File: config.mk
export PLATFORM = sky130hd
export DESIGN_NAME = hazard_unit
export DESIGN_NICKNAME = d
export VERILOG_FILES = /design/src/rtl/hazard_pkg.sv /design/src/rtl/hazard_match.sv /design/src/rtl/hazard_ctrl.sv /design/src/rtl/hazard_unit.sv
export SDC_FILE = /design/constraint.sdc
export NUM_CORES = 1
export LEC_CHECK = 0
export BUFFER_PORTS_ARGS = -buffer_cell sky130_fd_sc_hd__buf_2
export CORE_AREA = 4 4 41 43
export DETAILED_ROUTE_END_ITERATION = 10
export DIE_AREA = 0 0 45 47
export GPL_TIMING_DRIVEN = 0
export RECOVER_POWER = 50
export SYNTH_ARGS = -nofsm -noshare
export SYNTH_HDL_FRONTEND = slang
export SYNTH_SLANG_ARGS = --single-unit
File: constraint.sdc
create_clock -name vclk -period 2.05
set_input_delay 0.1025 -clock vclk [all_inputs]
set_output_delay 0.1025 -clock vclk [all_outputs]
set_load 0.02 [all_outputs]
File: src/rtl/hazard_pkg.sv
package hazard_pkg;

  localparam int SRC_COUNT = 2;

  // Strobes raised by the comparison datapath toward the control
  typedef struct packed {
    logic loadUse;       // load in execute feeds a decode source
    logic ctlExDep;      // control-flow operand produced in execute
    logic ctlMemLoadDep; // control-flow operand is a load in memory
    logic redirect;      // decode resolved a taken redirect
  } hazardStrobes_t;

endpackage

File: src/rtl/hazard_match.sv
module hazard_match
  import hazard_pkg::*;
#(
  parameter int REG_IDX_W = 5,
  parameter int NUM_SRC   = 2
) (
  input  logic [NUM_SRC-1:0][REG_IDX_W-1:0] srcIdx,
  input  logic [NUM_SRC-1:0]                ctlNeeds,
  input  logic                              exMemRead,
  input  logic                              exRegWrite,
  input  logic [REG_IDX_W-1:0]              exRd,
  input  logic                              memIsLoad,
  input  logic [REG_IDX_W-1:0]              memRd,
  input  logic                              jumpTaken,
  output hazardStrobes_t                    strobes
);

  localparam logic [REG_IDX_W-1:0] NULL_IDX = '0;

  logic               exLive;
  logic               memLive;
  logic [NUM_SRC-1:0] exHit;
  logic [NUM_SRC-1:0] memHit;

  assign exLive  = (exRd != NULL_IDX);
  assign memLive = (memRd != NULL_IDX);

  for (genvar g = 0; g < NUM_SRC; g++) begin : g_src
    assign exHit[g]  = exLive  && (srcIdx[g] == exRd);
    assign memHit[g] = memLive && (srcIdx[g] == memRd);
  end

  always_comb begin
    strobes               = '0;
    strobes.loadUse       = exMemRead && (|exHit);
    strobes.ctlExDep      = exRegWrite && (|(exHit & ctlNeeds));
    strobes.ctlMemLoadDep = memIsLoad && (|(memHit & ctlNeeds));
    strobes.redirect      = jumpTaken;
  end

  // register 0 never raises a stall strobe
  always_comb begin
    if (exRd == NULL_IDX)
      a_r4_zero_ex_quiet: assert (!strobes.loadUse && !strobes.ctlExDep);
    if (memRd == NULL_IDX)
      a_r4_zero_mem_quiet: assert (!strobes.ctlMemLoadDep);
  end

  // no control-flow need means no control-flow strobe
  always_comb begin
    if (ctlNeeds == '0)
      a_r9_plain_no_ctl_dep: assert (!strobes.ctlExDep && !strobes.ctlMemLoadDep);
  end

endmodule

File: src/rtl/hazard_ctrl.sv
module hazard_ctrl
  import hazard_pkg::*;
(
  input  hazardStrobes_t strobes,
  output logic           pcStall,
  output logic           ifStall,
  output logic           ifFlush,
  output logic           idFlush
);

  logic anyStall;

  assign anyStall = strobes.loadUse | strobes.ctlExDep | strobes.ctlMemLoadDep;

  always_comb begin
    pcStall = 1'b0;
    ifStall = 1'b0;
    ifFlush = 1'b0;
    idFlush = 1'b0;
    if (anyStall) begin
      pcStall = 1'b1;
      ifStall = 1'b1;
      idFlush = 1'b1;
    end else if (strobes.redirect) begin
      ifFlush = 1'b1;
    end
  end

  always_comb begin
    // the three stall-side controls move together
    a_r10_stall_trio_equal: assert ((pcStall == ifStall) && (ifStall == idFlush));
    // fetch flush never accompanies a stall
    a_r10_flush_exclusive: assert (!(ifFlush && pcStall));
    // a stall cause suppresses the redirect flush
    if (strobes.loadUse || strobes.ctlExDep || strobes.ctlMemLoadDep)
      a_r8_stall_beats_flush: assert (!ifFlush && pcStall);
    // nothing raised means every control low
    if (strobes == '0)
      a_r1_all_quiet: assert (!pcStall && !ifStall && !ifFlush && !idFlush);
    // redirect alone flushes fetch only
    if (strobes.redirect && !strobes.loadUse && !strobes.ctlExDep && !strobes.ctlMemLoadDep)
      a_r2_redirect_flush_only: assert (ifFlush && !idFlush);
  end

endmodule

File: src/rtl/hazard_unit.sv
module hazard_unit
  import hazard_pkg::*;
#(
  parameter int REG_IDX_W = 5
) (
  input  logic                 idJumpTaken,
  input  logic                 idIsBranch,
  input  logic                 idIsJalr,
  input  logic [REG_IDX_W-1:0] idRs1,
  input  logic [REG_IDX_W-1:0] idRs2,
  input  logic                 exMemRead,
  input  logic                 exRegWrite,
  input  logic [REG_IDX_W-1:0] exRd,
  input  logic                 memIsLoad,
  input  logic [REG_IDX_W-1:0] memRd,
  output logic                 pcStall,
  output logic                 ifStall,
  output logic                 ifFlush,
  output logic                 idFlush
);

  logic [SRC_COUNT-1:0][REG_IDX_W-1:0] srcIdx;
  logic [SRC_COUNT-1:0]                ctlNeeds;
  hazardStrobes_t                      strobes;

  assign srcIdx   = {idRs2, idRs1};
  // Source 1 feeds both branch compare and indirect target; source 2 only the compare
  assign ctlNeeds = {idIsBranch, idIsBranch | idIsJalr};

  hazard_match #(
    .REG_IDX_W (REG_IDX_W),
    .NUM_SRC   (SRC_COUNT)
  ) i_match (
    .srcIdx     (srcIdx),
    .ctlNeeds   (ctlNeeds),
    .exMemRead  (exMemRead),
    .exRegWrite (exRegWrite),
    .exRd       (exRd),
    .memIsLoad  (memIsLoad),
    .memRd      (memRd),
    .jumpTaken  (idJumpTaken),
    .strobes    (strobes)
  );

  hazard_ctrl i_ctrl (
    .strobes (strobes),
    .pcStall (pcStall),
    .ifStall (ifStall),
    .ifFlush (ifFlush),
    .idFlush (idFlush)
  );

endmodule

Word level (Yosys, flattened, before mapping)

Cells that the tools add are included.

Register bits after elaboration: 0
Input bits: 26
Output and inout port bits: 4
Logic and storage cells: 24

Equality and inequality tests: 4
Mux-type cells: 3
Bitwise operators: 5
Reductions and logical operators: 12

Operators with widths:

| operator            | number |
|---|---|
| $eq A5 B5 Y1        | 4 |
| $reduce_bool A5 Y1  | 2 |
| $logic_and A1 B1 Y1 | 7 |
| $reduce_or A2 Y1    | 3 |
| $and A2 B2 Y2       | 2 |
| $mux W1             | 3 |
| $or A1 B1 Y1        | 3 |

Depth between registers and ports, before layout

Word-level depth: 8
Depth in mapped cells: 5
Mapped depth without buffers: 4

Modules after synthesis

From an unflattened synthesis, not the netlist that was laid out.

Cell total of the unflattened synthesis: 44
Area total of the unflattened synthesis: 315.3 sq um

Modules (own cells, without submodules):

| module       | times used | cells each | area each (sq um) | seq. area each (sq um) |
|---|---|---|---|---|
| hazard_match | 1          | 39         | 279.0             | 0.0 |
| hazard_ctrl  | 1          | 4          | 30.0              | 0.0 |
| hazard_unit  | 1          | 1          | 6.3               | 0.0 |

Worst setup path after synthesis

No wires, ideal clock.

Kind: input-to-output
Start: in exRd[0]
End: out ifStall
Arrival time: 1.322 ns
Data required time: 1.947 ns
Path slack: 0.625 ns
Stages on the path: 4
Buffers on the path: 1
Cells stage by stage: or4_1 o22a_1 a22o_2 buf_4

Word-level cells in the longest chain between the ends: 8
Elaborated cells on any way between the ends: 13
Those cells by class: eq/ne (2); mux (1); bitwise (3); reduce/logical (7)

Ends and longest elaborated chain:

| what                                               | RTL line                               | text |
|---|---|---|
| from (decl)                                        | hazard_unit.sv:13                      | `input logic [REG_IDX_W-1:0] exRd,` |
| $eq A5 B5 Y1 or $reduce_bool A5 Y1 (tied branches) | hazard_match.sv:29, hazard_match.sv:25 |  |
| $logic_and A1 B1 Y1                                | hazard_match.sv:29                     | `assign exHit[g] = exLive && (srcIdx[g] == exRd);` |
| $and A2 B2 Y2                                      | hazard_match.sv:36                     | `strobes.ctlExDep = exRegWrite && (\|(exHit & ctlNeeds));` |
| $reduce_or A2 Y1                                   | hazard_match.sv:36                     |  |
| $logic_and A1 B1 Y1                                | hazard_match.sv:36                     |  |
| $or A1 B1 Y1 * (2 in series)                       | hazard_ctrl.sv:13                      | `assign anyStall = strobes.loadUse \| strobes.ctlExDep \| strobes.ctlMemLoadDep;` |
| $mux W1 *                                          | n/a                                    |  |
| to (decl)                                          | hazard_unit.sv:17                      | `output logic ifStall,` |

Mark *: on every way between the ends. The rest lies on a longest branch, timed or not.

Worst setup path after layout

Start: in exRd[0]
End: out ifStall

Word-level cells in the longest chain between the ends: 8
Elaborated cells on any way between the ends: 13
Those cells by class: eq/ne (2); mux (1); bitwise (3); reduce/logical (7)

Ends and longest elaborated chain:

| what                                               | RTL line                               | text |
|---|---|---|
| $eq A5 B5 Y1 or $reduce_bool A5 Y1 (tied branches) | hazard_match.sv:29, hazard_match.sv:25 |  |
| $logic_and A1 B1 Y1                                | hazard_match.sv:29                     |  |
| $and A2 B2 Y2                                      | hazard_match.sv:36                     |  |
| $reduce_or A2 Y1                                   | hazard_match.sv:36                     |  |
| $logic_and A1 B1 Y1                                | hazard_match.sv:36                     |  |
| $or A1 B1 Y1 * (2 in series)                       | hazard_ctrl.sv:13                      |  |
| $mux W1 *                                          | hazard_ctrl.sv:20                      | `if (anyStall) begin` |

Marked as above.

==> summary.md <==
| Metric | Value |
|---|---|
| # diodes | 0 |
| Crit path from | exRd[0] |
| Power Dens Cells | between 200 and 250 mW/mm^2 |
| F_max | slightly above 600 MHz |
| Sum Neg Setup Slack | 0 ns |
| Initial DRC count | 12 |
| Slowest stage delay, CP | approximately 0.53 ns |
| Unrepaired setup endpoints after global routing | false |
| Post-synthesis sequential area ratio | 0% |
| Worst-path maximum fanout | 3 |
| CTS resizes | 0 |
| Hold_ws | around 0.55 ns |
| Synthesized instance count | 42 |
| Largest net degree at the start of global routing | 5 |
| Pwr Total | roughly 0.11 mW |
| Synth cell types | 16 |
| Crit path depth | 6 |
| Slew @ Worst Pin | about 0.25 ns |
| CP Cell Sequence | buf_2 -> or4_1 -> o22a_1 -> a22o_2 -> buf_4 -> buf_2 |
| Vias | just under 400 |
| Tmin final | 1.64 ns |
| Syn nets | ~70 |
| CP max-delay cell | or4_1 |
| Max_cap viols | 0 |
| CP Buf/Inv Count | 3 |
| Syn-to-layout area delta | 53.2% |
| Vias per cell | 4.49 |
| Synth warn | 0 |
| # Post-CTS Setup Buffers | 0 |
| CP dominant cell by count | buf_2 |
| Die Area | approximately 0.0021 mm^2 |
| Die Wd | between 40 and 50 um |
| IO Pins | 30 |
| Peak supply drop | between 0.00007 and 0.00008 V |
| DR WL/cell | roughly 11 um |
| First-pass GRT wire length | ~1600 um |
| Worst Setup Start Kind | input pin |
| Launch point of the worst hold path | idJumpTaken |
| Vias in the first global route | ~390 |
| Drt pass-1 iters | 4 |
| Post-synth top area share | 56.0% |
| Setup ws final | 0.406 ns |
| Routability congestion estimate | just under 0.8 |
| Leakage power | between 0.2 and 0.25 nW |
| Top cells by count, synth | 20 x xnor2_1, 3 x nand2_1 |
| DRC violations left | 0 |
| CP top delay family | simple AND/OR/NAND/NOR gates |
| Sequential cell count | 0 |
| Die height | approximately 47 um |
| Slew margin rel. | between 80% and 90% |
| Total wire length | roughly 960 um |
| Final Slew Violations | 0 |
| Port buffer count | 30 |
| Area leader, netlist | xnor2_1 |
| GR Overflow Total | 0 |
| Final Hold Fails | 0 |
| Dominant cells by area after synthesis | xnor2_1 56%, a221oi_2 4.8%, buf_4 4.8%, nand4_1 4.0%, o22ai_1 4.0% |
| Worst Path Required | around 2 ns |
| Most common cell in the netlist | xnor2_1 |
| Nets | 100 |
| Worst hold path type | input pin to output port |
| Crit path to | ifStall |
| Pre-CTS setup slack | ~0.40 ns |
| Core area | 0.00130 mm^2 |
| Share of cells above drive strength 1 | around 44% |
| GRT Overall Usage | between 9 and 10% |
| Core Util, Final | approximately 37% |
| Mapped Area | between 300 and 400 um^2 |
| Setup crit end kind | output port |
| Final period utilization | 80.2% |
| Final setup violation count | 0 |
| Setup CP Type | input pin to output port |
| Antenna Violating Nets Remaining | 0 |
| Row cnt | 13 |
| Outcome | complete, no violations |
| Register area | 0 um^2 |
| Synthesized area per cell | roughly 7.4 um^2 |
| Initial core utilization | 24.0% |
| Initial antenna violation count | 0 |
| Clock buffers | 0 |
| Critical Path AT | 1.54 ns |
| Hold-fix buffers at CTS | 0 |
==> cells in the final DEF, fill, tap and decap left out <==
cell,n
o22ai_1,2
or4_1,1
xnor2_1,20
clkbuf_1,2
nor3_1,1
o22a_1,1
a22o_2,1
nor2_1,1
o21ai_0,2
o21a_1,1
nand4_1,2
inv_1,1
a21oi_1,1
nand2_1,3
buf_4,2
a221oi_2,1
nand3_1,2
buf_2,28
==> metal layers <==
metal / share of wire, % / up-vias / routed length, um / track usage [%]
met5: 0 / - / 0 / 0
met4: 0 / 0 / 0 / 0
met3: 8.1 / 0 / 78 / 0.383
met2: 46 / 22 / 443 / 16.4
met1: 46 / 161 / 438 / 13.0
li1: - / 208 / - / -
==> through the flow <==
| stage | instances | cell area, um^2 |
|---|---|---|
| floorplan | 42 | 313 |
| CTS | 87 | 482 |
| global route | 87 | 479 |
| detailed placement | 87 | 482 |
| finish | 87 | 479 |
| global placement | 87 | 482 |
==> worst min-delay path by stage <==
| stage | end | slack [ns] | cells past startpoint |
|---|---|---|---|
| after floorplan | ifFlush | 0.31 | 2 |
| after global placement | ifFlush | 0.53 | 4 |
| after detailed placement | ifFlush | 0.54 | 4 |
| after CTS | ifFlush | 0.54 | 4 |
| after global routing | ifFlush | 0.58 | 4 |
| final | ifFlush | 0.55 | 4 |
==> power by group <==
| part | internal, mW | switching [mW] |
|---|---|---|
| combinational | 0.0587 | 0.0527 |
| sequential | 0 | 0 |
| clock | 0 | 0 |
==> logic make-up after synthesis <==
kind of cell	synth area share (%)
XOR/XNOR	56.0
AND/OR/NAND/NOR	16.0
AO/OA/AOI/OAI	22.0
buffers and inverters	6.00
==> layout make-up <==
class                           count  area, um^2
Multi-Input combinational cell     39         294
Tap cell                           15        18.8
Timing Repair Buffer               30         148
Buffer                              2        15.0
Inverter                            1        3.75
Fill cell                         157         822
Power figures use the tool's default switching activity.
